[src/rtl/dbg_tap_pkg.sv]
// Shared types for the debug-aware TAP: controller states, instruction
// codes, the data-register path choice and the status-code builder.
package dbg_tap_pkg;

    localparam int IR_W   = 4;
    localparam int MODE_W = 2;

    typedef enum logic [3:0] {
        ST_RESET   = 4'd0,
        ST_IDLE    = 4'd1,
        ST_SEL_DR  = 4'd2,
        ST_CAP_DR  = 4'd3,
        ST_SH_DR   = 4'd4,
        ST_EX1_DR  = 4'd5,
        ST_PAU_DR  = 4'd6,
        ST_EX2_DR  = 4'd7,
        ST_UPD_DR  = 4'd8,
        ST_SEL_IR  = 4'd9,
        ST_CAP_IR  = 4'd10,
        ST_SH_IR   = 4'd11,
        ST_EX1_IR  = 4'd12,
        ST_PAU_IR  = 4'd13,
        ST_EX2_IR  = 4'd14,
        ST_UPD_IR  = 4'd15
    } tap_state_e;

    typedef enum logic [1:0] {
        PATH_BYPASS   = 2'd0,
        PATH_IDENT    = 2'd1,
        PATH_BOUNDARY = 2'd2,
        PATH_DBGPORT  = 2'd3
    } dr_path_e;

    localparam logic [IR_W-1:0] OP_EXTEST  = 4'h0;
    localparam logic [IR_W-1:0] OP_SAMPLE  = 4'h1;
    localparam logic [IR_W-1:0] OP_IDENT   = 4'h2;
    localparam logic [IR_W-1:0] OP_CLAMP   = 4'h3;
    localparam logic [IR_W-1:0] OP_HIZ     = 4'h4;
    localparam logic [IR_W-1:0] OP_DBGPORT = 4'h6;
    localparam logic [IR_W-1:0] OP_DBGREQ  = 4'h7;
    localparam logic [IR_W-1:0] OP_BYPASS  = 4'hF;

    // Map an instruction to the data register it places between TDI and TDO.
    function automatic dr_path_e path_of(input logic [IR_W-1:0] op);
        dr_path_e p;
        case (op)
            OP_IDENT:              p = PATH_IDENT;
            OP_EXTEST, OP_SAMPLE:  p = PATH_BOUNDARY;
            OP_DBGPORT:            p = PATH_DBGPORT;
            default:               p = PATH_BYPASS;
        endcase
        return p;
    endfunction

    // Status code captured in Capture-IR: mode on top, bit 1 clear, bit 0 set.
    function automatic logic [IR_W-1:0] status_of(input logic [MODE_W-1:0] mode);
        return {mode, {(IR_W-MODE_W-1){1'b0}}, 1'b1};
    endfunction

endpackage

[src/rtl/dbg_tap_fsm.sv]
// TAP controller: the 16-state graph stepped by TMS on rising TCK.
// Assumes rst_n is synchronous to TCK; reset parks it in Test-Logic-Reset.
module dbg_tap_fsm
    import dbg_tap_pkg::*;
(
    input  logic       tck,
    input  logic       rst_n,
    input  logic       tms,
    output tap_state_e state
);

    tap_state_e nxt;

    // Next state from the current state and TMS.
    always_comb begin
        case (state)
            ST_RESET:  nxt = tms ? ST_RESET  : ST_IDLE;
            ST_IDLE:   nxt = tms ? ST_SEL_DR : ST_IDLE;
            ST_SEL_DR: nxt = tms ? ST_SEL_IR : ST_CAP_DR;
            ST_CAP_DR: nxt = tms ? ST_EX1_DR : ST_SH_DR;
            ST_SH_DR:  nxt = tms ? ST_EX1_DR : ST_SH_DR;
            ST_EX1_DR: nxt = tms ? ST_UPD_DR : ST_PAU_DR;
            ST_PAU_DR: nxt = tms ? ST_EX2_DR : ST_PAU_DR;
            ST_EX2_DR: nxt = tms ? ST_UPD_DR : ST_SH_DR;
            ST_UPD_DR: nxt = tms ? ST_SEL_DR : ST_IDLE;
            ST_SEL_IR: nxt = tms ? ST_RESET  : ST_CAP_IR;
            ST_CAP_IR: nxt = tms ? ST_EX1_IR : ST_SH_IR;
            ST_SH_IR:  nxt = tms ? ST_EX1_IR : ST_SH_IR;
            ST_EX1_IR: nxt = tms ? ST_UPD_IR : ST_PAU_IR;
            ST_PAU_IR: nxt = tms ? ST_EX2_IR : ST_PAU_IR;
            ST_EX2_IR: nxt = tms ? ST_UPD_IR : ST_SH_IR;
            ST_UPD_IR: nxt = tms ? ST_SEL_DR : ST_IDLE;
            default:   nxt = ST_RESET;
        endcase
    end

    // State register with synchronous reset.
    always_ff @(posedge tck) begin
        if (!rst_n) state <= ST_RESET;
        else        state <= nxt;
    end

endmodule

[src/rtl/dbg_tap_ir.sv]
// Instruction register: captures the core status code, shifts LSB first,
// loads the current instruction at Update-IR and pulses the debug request.
// Assumes core_mode is stable (synchronised to TCK) outside this block.
module dbg_tap_ir
    import dbg_tap_pkg::*;
(
    input  logic              tck,
    input  logic              rst_n,
    input  tap_state_e        state,
    input  logic              tdi,
    input  logic [MODE_W-1:0] core_mode,
    output logic [IR_W-1:0]   ir_q,
    output logic              ir_so,
    output logic              dbg_req
);

    logic [IR_W-1:0] ir_sh;

    // Capture/shift stage of the instruction register.
    always_ff @(posedge tck) begin
        if (!rst_n)                ir_sh <= '0;
        else if (state == ST_CAP_IR) ir_sh <= status_of(core_mode);
        else if (state == ST_SH_IR)  ir_sh <= {tdi, ir_sh[IR_W-1:1]};
    end

    // Current instruction: IDCODE in reset, shifted value at Update-IR.
    always_ff @(posedge tck) begin
        if (!rst_n || state == ST_RESET) ir_q <= OP_IDENT;
        else if (state == ST_UPD_IR)     ir_q <= ir_sh;
    end

    // One-cycle debug-entry request on each load of the request instruction.
    always_ff @(posedge tck) begin
        if (!rst_n) dbg_req <= 1'b0;
        else        dbg_req <= (state == ST_UPD_IR) && (ir_sh == OP_DBGREQ);
    end

    assign ir_so = ir_sh[0];

endmodule

[src/rtl/dbg_tap_dr.sv]
// Data-register side: bypass and identification registers, the external
// register selects and strobes, and the serial-out multiplexer.
// Assumes external registers act on rising TCK when their strobes are high.
module dbg_tap_dr
    import dbg_tap_pkg::*;
#(
    parameter int              ID_W       = 32,
    parameter logic [ID_W-1:0] IDCODE_VAL = 32'h1A5C_301D
) (
    input  logic            tck,
    input  logic            rst_n,
    input  tap_state_e      state,
    input  logic            tdi,
    input  logic [IR_W-1:0] ir_q,
    input  logic            bsr_so,
    input  logic            dp_so,
    output logic            dr_so,
    output logic            bsr_sel,
    output logic            dp_sel,
    output logic            dr_capture,
    output logic            dr_shift,
    output logic            dr_update
);

    localparam logic [ID_W-1:0] ID_FIXED = IDCODE_VAL | {{(ID_W-1){1'b0}}, 1'b1};

    dr_path_e        path;
    logic            byp_q;
    logic [ID_W-1:0] id_q;
    logic            ext_sel;

    assign path    = path_of(ir_q);
    assign bsr_sel = (path == PATH_BOUNDARY);
    assign dp_sel  = (path == PATH_DBGPORT);
    assign ext_sel = bsr_sel | dp_sel;

    // Strobes for whichever external register is selected.
    assign dr_capture = ext_sel && (state == ST_CAP_DR);
    assign dr_shift   = ext_sel && (state == ST_SH_DR);
    assign dr_update  = ext_sel && (state == ST_UPD_DR);

    // Bypass bit: captures 0, passes TDI through one stage.
    always_ff @(posedge tck) begin
        if (!rst_n)                                          byp_q <= 1'b0;
        else if (path == PATH_BYPASS && state == ST_CAP_DR)  byp_q <= 1'b0;
        else if (path == PATH_BYPASS && state == ST_SH_DR)   byp_q <= tdi;
    end

    // Identification register: captures the fixed code, shifts LSB first.
    always_ff @(posedge tck) begin
        if (!rst_n)                                         id_q <= ID_FIXED;
        else if (path == PATH_IDENT && state == ST_CAP_DR)  id_q <= ID_FIXED;
        else if (path == PATH_IDENT && state == ST_SH_DR)   id_q <= {tdi, id_q[ID_W-1:1]};
    end

    // Serial-out selection for the current data path.
    always_comb begin
        case (path)
            PATH_IDENT:    dr_so = id_q[0];
            PATH_BOUNDARY: dr_so = bsr_so;
            PATH_DBGPORT:  dr_so = dp_so;
            default:       dr_so = byp_q;
        endcase
    end

endmodule

[src/rtl/dbg_tap_port.sv]
// Top of the debug-aware TAP: ties controller, instruction and data sides
// together, decodes the pin-control instructions and retimes TDO on the
// falling edge of TCK. Assumes a single TCK domain and synchronous rst_n.
module dbg_tap_port
    import dbg_tap_pkg::*;
#(
    parameter int              ID_W       = 32,
    parameter logic [ID_W-1:0] IDCODE_VAL = 32'h1A5C_301D
) (
    input  logic       tck,
    input  logic       rst_n,
    input  logic       tms,
    input  logic       tdi,
    output logic       tdo,
    output logic       tdo_en,
    input  logic [1:0] core_mode,
    output logic       dbg_req,
    output logic       bsr_sel,
    output logic       dp_sel,
    output logic       dr_capture,
    output logic       dr_shift,
    output logic       dr_update,
    input  logic       bsr_so,
    input  logic       dp_so,
    output logic       pin_extest,
    output logic       pin_clamp,
    output logic       pin_hiz
);

    tap_state_e      state;
    logic [IR_W-1:0] ir_q;
    logic            ir_so;
    logic            dr_so;

    dbg_tap_fsm u_fsm (
        .tck   (tck),
        .rst_n (rst_n),
        .tms   (tms),
        .state (state)
    );

    dbg_tap_ir u_ir (
        .tck       (tck),
        .rst_n     (rst_n),
        .state     (state),
        .tdi       (tdi),
        .core_mode (core_mode),
        .ir_q      (ir_q),
        .ir_so     (ir_so),
        .dbg_req   (dbg_req)
    );

    dbg_tap_dr #(
        .ID_W       (ID_W),
        .IDCODE_VAL (IDCODE_VAL)
    ) u_dr (
        .tck        (tck),
        .rst_n      (rst_n),
        .state      (state),
        .tdi        (tdi),
        .ir_q       (ir_q),
        .bsr_so     (bsr_so),
        .dp_so      (dp_so),
        .dr_so      (dr_so),
        .bsr_sel    (bsr_sel),
        .dp_sel     (dp_sel),
        .dr_capture (dr_capture),
        .dr_shift   (dr_shift),
        .dr_update  (dr_update)
    );

    // Pin-control decode of the current instruction.
    assign pin_extest = (ir_q == OP_EXTEST);
    assign pin_clamp  = (ir_q == OP_CLAMP);
    assign pin_hiz    = (ir_q == OP_HIZ);

    // TDO and its enable, retimed on the falling edge of TCK.
    always_ff @(negedge tck) begin
        if (!rst_n) begin
            tdo    <= 1'b0;
            tdo_en <= 1'b0;
        end else if (state == ST_SH_IR) begin
            tdo    <= ir_so;
            tdo_en <= 1'b1;
        end else if (state == ST_SH_DR) begin
            tdo    <= dr_so;
            tdo_en <= 1'b1;
        end else begin
            tdo    <= 1'b0;
            tdo_en <= 1'b0;
        end
    end

endmodule

[config.mk]
export PLATFORM = sky130hd
export DESIGN_NAME = dbg_tap_port
export DESIGN_NICKNAME = d
export VERILOG_FILES = /design/src/rtl/dbg_tap_pkg.sv /design/src/rtl/dbg_tap_fsm.sv /design/src/rtl/dbg_tap_ir.sv /design/src/rtl/dbg_tap_dr.sv /design/src/rtl/dbg_tap_port.sv
export SDC_FILE = /design/constraint.sdc
export NUM_CORES = 1
export LEC_CHECK = 0
export BUFFER_PORTS_ARGS = -buffer_cell sky130_fd_sc_hd__buf_4
export CAP_MARGIN = 20
export CORE_MARGIN = 2
export CORE_UTILIZATION = 59
export DETAILED_ROUTE_END_ITERATION = 12
export HOLD_SLACK_MARGIN = 0.12
export PLACE_DENSITY = 0.88
export SYNTH_ARGS = -nofsm -noshare
export SYNTH_HDL_FRONTEND = slang
export SYNTH_SLANG_ARGS = --single-unit
[constraint.sdc]
create_clock -name tck -period 3.3 [get_ports tck]
set_input_delay 0.66 -clock tck [delete_from_list [all_inputs] [get_ports tck]]
set_output_delay 0.66 -clock tck [all_outputs]
set_load 0.005 [all_outputs]
## Word-level counts from Yosys, hierarchy flattened

Cells that the tools add are included.

- Bitwise gates (word level): 2
- Mux-type cells: 21
- Eq/ne operators: 24
- Reduce and logical (&&, ||, !) cells: 21

Operators with widths:

| cell | number |
|---|---|
| $pmux W4 S12 | 1 |
| $eq A4 B4 Y1 const B | 8 |
| $eq A4 B3 Y1 const B | 7 |
| $mux W4 | 6 |
| $eq A4 B2 Y1 const B | 4 |
| $reduce_or A2 Y1 | 6 |
| $eq A4 B1 Y1 const B | 2 |
| $logic_and A1 B1 Y1 | 8 |
| $logic_not A4 Y1 | 2 |
| $mux W1 | 7 |
| $mux W2 | 3 |
| $mux W3 | 2 |
| $pmux W2 S3 | 1 |
| $eq A2 B2 Y1 const B | 2 |
| $pmux W1 S3 | 1 |
| $reduce_or A3 Y1 | 1 |
| $eq A2 B1 Y1 const B | 1 |
| $logic_not A2 Y1 | 1 |
| $reduce_bool A2 Y1 | 1 |
| $logic_not A1 Y1 | 1 |
| $logic_or A1 B1 Y1 | 1 |
| $not A1 Y1 | 1 |
| $or A1 B1 Y1 | 1 |

- Flip-flop bits (word level): 48
- Bits of input ports: 8
- Output and inout bits: 11

## Logic depth before layout (Yosys ltp)

Gate-level depths: netlist (run 1).

- Depth in word-level cells: 7
- Depth in mapped cells: 6
- Mapped depth without buffers: 3

## By module

A second synthesis (run 1) with hierarchy kept.

- Cell total of the unflattened synthesis: 230
- Area total of the unflattened synthesis: 2225.9 µm²

Modules (own cells, without submodules):

| module | instances | cells each | seq. area each (µm²) | area an instance (µm²) |
|---|---|---|---|---|
| dbg_tap_dr | 1 | 142 | 660.6 | 1375.1 |
| dbg_tap_ir | 1 | 38 | 180.2 | 406.6 |
| dbg_tap_fsm | 1 | 38 | 80.1 | 315.3 |
| dbg_tap_port | 1 | 12 | 40.0 | 128.9 |

==> flow_metrics.env, run 1 <==
export IMPL_whs_endpoint="u_dr.id_q[21]$_SDFFE_PP0P_"
export IMPL_r2r_end="tdo$_SDFF_NN0_"
export IMPL_clock_skew_ns=0.0821
export IMPL_power_frac_seq=0.607
export IMPL_synth_async_reset_ratio=0
export IMPL_final_cell_mix="48 x dfxtp_1, 26 x buf_4, 25 x nand2_1, 19 x nor2_1, 16 x inv_1"
export IMPL_synth_seq_cells=48
export IMPL_cts_tree="done"
export IMPL_timing_rr_start="u_fsm.state[0]$_SDFF_PN0_"
export IMPL_synth_area_um2=2130
export IMPL_grt_pass1_vias=1670
export IMPL_die_x_um=64.0
export IMPL_synth_nets=245
export IMPL_synth_fa_ha_area_frac=0
export IMPL_hpwl_mm=2.65
export IMPL_viasPerCell=6.10
export IMPL_place_gp_congestion=0.822
export IMPL_rsz0062_at_grt="false"
export IMPL_critPathRequiredTime_ns=2.64
export IMPL_nets=252
export IMPL_cp_top_family="flip-flops"
export IMPL_drcViolationCount=0
export IMPL_worstPathArrival_ns=2.49
export IMPL_clk_pin_slew_ns=0.13
export IMPL_area_growth_pct=8.76
export IMPL_yosys_top_cells_area="dfxtp_1 45%, nand2_1 4.4%, a32oi_1 3.7%"
export IMPL_worstSetupStartpointType="flip-flop"
export IMPL_rows=21
export IMPL_hp_start="u_dr.id_q[22]$_SDFFE_PP1P_"
export IMPL_cts_buffers=5
export IMPL_wirelength_mm=4.09
export IMPL_fin_util=0.683
export IMPL_antenna_found_initial=0
export IMPL_portBuffers=18
export IMPL_switchingPower_uw=234
export IMPL_start_util=0.628
export IMPL_syn_inst=237
export IMPL_dp_slack_ns=0.233
export IMPL_critical_path_class="reg2out"
export IMPL_ys_seq_area_frac=0.452
export IMPL_reg2reg_depth=3
export IMPL_fp_coreArea_um2=3390
export IMPL_n_antenna_cell=0
export IMPL_final_area_um2=2310
export IMPL_vias=1769
export IMPL_cts_hold_buf=0
export IMPL_worst_pin_slew_ns=0.771
export IMPL_ant_nets=0
export IMPL_avgSynthCellArea_um2=8.97
export IMPL_grt_max_degree=34
export IMPL_ir_drop_uv=261
export IMPL_synth_compound_area_frac=0.240
export IMPL_critical_path_max_fanout=1
export IMPL_setup_ws_ns=0.152
export IMPL_cp_slowest_stage_delay_ns=0.30
export IMPL_pin_count=19
export IMPL_cts_sinks=48
export IMPL_timing_max_transition_violations_final=0
export IMPL_nFillCells=260
export IMPL_dieArea_um2=4100
export IMPL_finalHoldViolCount=0
export IMPL_critical_path_endpoint_type="primary output"
export IMPL_synth_simple_area_share=0.184
export IMPL_clockRootBuffer="clkbuf_4"
export IMPL_placed_cell_area_um2=2250
export IMPL_r2r_setup_slack_ns=0.27
export IMPL_muxShareOfSynthArea=0.0329
export IMPL_wl_per_cell_um=14.1
export IMPL_tns_ns=0
export IMPL_cts_buffer_depth=2
export IMPL_swShare=0.241
export IMPL_htreeDepth=2
export IMPL_p_leak_uw=0.000869
export IMPL_hold_class="reg2reg"
export IMPL_grt_usage=0.231
export IMPL_synth_distinct_cells=48
export IMPL_critical_path_cell_chain="buf_4"
export IMPL_finalSetupViolCount=0
export IMPL_synth_edff_count=0
export IMPL_p_per_area_nw_per_um2=420
export IMPL_final_common_cell="dfxtp_1"
export IMPL_ys_warn_count=0
export IMPL_drv_cap=0
export IMPL_holdPathStages=2
export IMPL_drive_gt1_frac=0.172
export IMPL_path_buf_inv=1
export IMPL_synth_top_family_by_area="compound AO/OA/AOI/OAI gates"
export IMPL_yosysTopAreaCell="dfxtp_1"
export IMPL_pwr_share_clk=0.310
export IMPL_die_h_um=64.0
export IMPL_first_iter_violations=109
export IMPL_internal_power_uw=738
export IMPL_clock_latency_ns=0.42
export IMPL_cts_resized=0
export IMPL_globalRouteOverflowTotal=0
export IMPL_synth_xor_area_share=0
export IMPL_grt_first_pass_wirelength_mm=7.51
export IMPL_synth_top_area_share=0.452
export IMPL_status="finished clean"
export IMPL_dr_pass1_iters=4
export IMPL_synth_top_flop_cell="dfxtp_1"
export IMPL_cp_slowest_cell="dfxtp_1"
export IMPL_p_comb_frac=0.082
export IMPL_post_cts_buffers=0
export IMPL_slew_headroom=0.480
==> state kept, by name (all words and copies together), names as in the netlist <==
name and count:
u_fsm.state 4, u_dr.id_q 32, u_ir.ir_q 4, tdo_en 1
u_ir.dbg_req 1, u_ir.ir_sh 4, u_dr.byp_q 1, tdo 1
==> power by group through the flow <==
stage          Clock (µW)  Sequential (µW)  Combinational, µW
5_1_grt               338              592               89.4
3_5_place_dp         5.69              604               79.3
4_1_cts               307              591               79.6
2_1_floorplan        5.69              603               61.2
3_3_place_gp         5.69              603               77.8
6_report              302              591               80.0
==> layout make-up <==
cell class | count | area (µm²) | area share
clock buffer | 5 | 37.5 | 0.0162
multi-input combinational | 146 | 971 | 0.420
tap | 46 | 57.6 | 0.0249
clock inverter | 4 | 33.8 | 0.0146
sequential | 48 | 961 | 0.415
timing repair buffer | 26 | 195 | 0.0844
inverter | 15 | 57.6 | 0.0249
==> metal layers <==
layer,share of wire,track usage,vias up
met5,0,0,-
met3,0.049,0.0423,12
met1,0.46,0.299,825
met4,0.025,0.103,0
li1,-,-,876
met2,0.47,0.376,56
==> worst register-to-register path: cells and delay by family, from the launching register on <==
family             cells  cell delay (ns)
and+or+nand+nor        1             0.57
DFF                    1             0.32
AOI/OAI and AO/OA      2             0.50
==> synthesized netlist by cell type, types with 2 or more instances <==
library cell / n
inv_1: 15
buf_6: 3
mux2i_1: 7
nor2b_1: 3
nor4_1: 5
nor4b_1: 3
nand2_1: 25
nand2b_1: 3
buf_1: 2
nor3_1: 2
dfxtp_1: 48
a32oi_1: 9
o32ai_2: 4
o32ai_1: 5
clkbuf_1: 15
o32a_1: 2
o21ai_0: 7
nand3_1: 3
a22oi_1: 3
a21oi_1: 6
o22ai_1: 11
nor2_1: 19
a211o_1: 3
and3b_1: 2
a211oi_1: 2
nor3b_1: 3
buf_2: 6
==> stage by stage <==
| step | hold slack (ns) | total power [µW] | cells |
|---|---|---|---|
| after floorplan | 0.432 | 670 | 237 |
| after global placement | 0.454 | 687 | 282 |
| after detailed placement | 0.455 | 689 | 282 |
| after CTS | 0.463 | 978 | 290 |
| after global routing | 0.483 | 1020 | 290 |
| final | 0.468 | 972 | 290 |
==> cells by family (layout without fill, tap and decap cells) <==
logic type	count (synthesis)	after routing
AND/OR/NAND/NOR	75	75
AO/OA/AOI/OAI	64	64
flip-flops	48	48
buffers and inverters	43	50
multiplexers	7	7
==> how the worst max path moves through the flow <==
stage	from	to	cells after the start	slack, ns
after floorplan	rst_n	tdo$_SDFF_NN0_	4	0.05
after global placement	u_fsm.state[0]$_SDFF_PN0_	tdo$_SDFF_NN0_	3	0.25
after detailed placement	u_fsm.state[0]$_SDFF_PN0_	tdo$_SDFF_NN0_	3	0.23
after CTS	tdo$_SDFF_NN0_	tdo	1	0.14
after global routing	tdo$_SDFF_NN0_	tdo	1	0.09
final	tdo$_SDFF_NN0_	tdo	1	0.15
Note: power is estimated with default switching activity, not from simulation.
==> run 2, diff against run 1 <==
--- a/config.mk
+++ b/config.mk
@@ -7,11 +7,14 @@
 export LEC_CHECK = 0
 export BUFFER_PORTS_ARGS = -buffer_cell sky130_fd_sc_hd__buf_4
 export CAP_MARGIN = 20
+export CELL_PAD_IN_SITES_DETAIL_PLACEMENT = 1
+export CELL_PAD_IN_SITES_GLOBAL_PLACEMENT = 2
 export CORE_MARGIN = 2
-export CORE_UTILIZATION = 59
+export CORE_UTILIZATION = 39
 export DETAILED_ROUTE_END_ITERATION = 12
 export HOLD_SLACK_MARGIN = 0.12
-export PLACE_DENSITY = 0.88
+export PLACE_DENSITY = 0.87
+export SETUP_SLACK_MARGIN = 0.1
 export SYNTH_ARGS = -nofsm -noshare
 export SYNTH_HDL_FRONTEND = slang
 export SYNTH_SLANG_ARGS = --single-unit
==> flow_metrics.env, run 2 (same netlist as run 1, synthesis figures left out) <==
export IMPL_grt_usage=0.172
export IMPL_finalSetupViolCount=0
export IMPL_place_gp_congestion=0.750
export IMPL_path_buf_inv=1
export IMPL_grt_max_degree=34
export IMPL_final_cell_mix="48 x dfxtp_1, 26 x buf_4, 25 x nand2_1, 19 x nor2_1, 16 x inv_1"
export IMPL_hpwl_mm=3.05
export IMPL_wirelength_mm=4.77
export IMPL_worstPathArrival_ns=2.43
export IMPL_critical_path_max_fanout=1
export IMPL_worst_pin_slew_ns=0.814
export IMPL_r2r_setup_slack_ns=0.25
export IMPL_crit_end="tdo"
export IMPL_fin_util=0.467
export IMPL_p_leak_uw=0.000898
export IMPL_nets=252
export IMPL_finalHoldViolCount=0
export IMPL_tns_ns=0
export IMPL_cts_hold_buf=0
export IMPL_timing_rr_start="u_fsm.state[0]$_SDFF_PN0_"
export IMPL_fp_coreArea_um2=5170
export IMPL_clockRootBuffer="clkbuf_8"
export IMPL_vias=1706
export IMPL_wl_per_cell_um=15.1
export IMPL_r2r_end="tdo$_SDFF_NN0_"
export IMPL_portBuffers=18
export IMPL_area_growth_pct=13.6
export IMPL_antenna_found_initial=0
export IMPL_clock_skew_ns=0.0685
export IMPL_globalRouteOverflowTotal=0
export IMPL_clk_pin_slew_ns=0.09
export IMPL_top_register="u_dr.id_q"
export IMPL_dieArea_um2=6060
export IMPL_grt_use_met1=0.226
export IMPL_setup_worst_path_start="tdo$_SDFF_NN0_"
export IMPL_cp_slowest_stage_delay_ns=0.29
export IMPL_rsz0062_at_grt="false"
export IMPL_cts_buffers=5
export IMPL_first_iter_violations=82
export IMPL_dp_slack_ns=0.198
export IMPL_die_x_um=77.9
export IMPL_use_met3=0.0360
export IMPL_die_h_um=77.9
export IMPL_timing_max_transition_violations_final=0
export IMPL_cp_depth=1
export IMPL_start_util=0.411
export IMPL_critical_path_class="reg2out"
export IMPL_met2_usage=0.283
export IMPL_cts_sinks=48
export IMPL_drcViolationCount=0
export IMPL_drv_cap=0
export IMPL_ant_nets=0
export IMPL_htreeDepth=2
export IMPL_critical_path_cell_chain="buf_4"
export IMPL_placed_cell_area_um2=2280
export IMPL_ir_drop_uv=181
export IMPL_grt_busiest_layer="met2"
export IMPL_pin_count=19
export IMPL_status="finished clean"
export IMPL_hold_class="reg2reg"
export IMPL_dr_pass1_iters=4
export IMPL_critPathRequiredTime_ns=2.64
export IMPL_drive_gt1_frac=0.176
export IMPL_critical_path_endpoint_type="primary output"
export IMPL_rows=26
export IMPL_grt_first_pass_wirelength_mm=8.45
export IMPL_n_antenna_cell=0
export IMPL_p_per_area_nw_per_um2=491
export IMPL_final_common_cell="dfxtp_1"
export IMPL_hp_start="u_ir.ir_sh[1]$_SDFFE_PP0N_"
export IMPL_grt_pass1_vias=1726
export IMPL_viasPerCell=5.42
export IMPL_cts_buffer_depth=2
export IMPL_final_area_um2=2420
export IMPL_cts_tree="done"
export IMPL_slew_headroom=0.450
export IMPL_largest_reg_flops=32
export IMPL_worstSetupStartpointType="flip-flop"
export IMPL_clock_latency_ns=0.36
export IMPL_reg2reg_depth=3
export IMPL_cp_top_family="flip-flops"
export IMPL_post_cts_buffers=0
export IMPL_cp_slowest_cell="dfxtp_1"
export IMPL_cts_resized=0
export IMPL_setup_ws_ns=0.213
[run 2: cell type report]
type | count | area, µm²
multi-input combinational | 146 | 971
timing repair buffer | 26 | 195
tap | 70 | 87.6
inverter | 15 | 57.6
clock inverter | 5 | 76.3
fill | 603 | 2760
sequential | 48 | 961
clock buffer | 5 | 68.8
[run 2: per-stage QoR]
step | hold slack (ns) | cells | total power [µW]
6_report | 0.468 | 315 | 1190
5_1_grt | 0.491 | 315 | 1230
4_1_cts | 0.471 | 315 | 1200
3_5_place_dp | 0.463 | 306 | 692
3_3_place_gp | 0.452 | 306 | 691
2_1_floorplan | 0.432 | 237 | 670
[run 2: routing by layer]
metal	vias up	part of all wire	wire (µm)
li1	870	-	-
met1	817	0.51	2460
met2	17	0.46	2180
met3	2	0.020	96
met4	0	0.0080	38
met5	-	0	0
[run 2: worst min-delay path by stage]
| stage | endpoint | slack, ns | cells past startpoint |
|---|---|---|---|
| 3_3_place_gp | u_dr.id_q[21]$_SDFFE_PP0P_ | 0.45 | 2 |
| 4_1_cts | u_ir.dbg_req$_SDFF_PN0_ | 0.47 | 2 |
| 5_1_grt | u_ir.dbg_req$_SDFF_PN0_ | 0.49 | 2 |
| 3_5_place_dp | u_dr.id_q[21]$_SDFFE_PP0P_ | 0.46 | 2 |
| 6_report | u_ir.dbg_req$_SDFF_PN0_ | 0.47 | 2 |
| 2_1_floorplan | u_ir.dbg_req$_SDFF_PN0_ | 0.43 | 2 |
[run 2: report_power, final]
| part | total (µW) | switching, µW | internal [µW] |
|---|---|---|---|
| registers | 590 | 3.11 | 587 |
| clock network | 514 | 206 | 308 |
| logic | 82.5 | 52.4 | 30.1 |
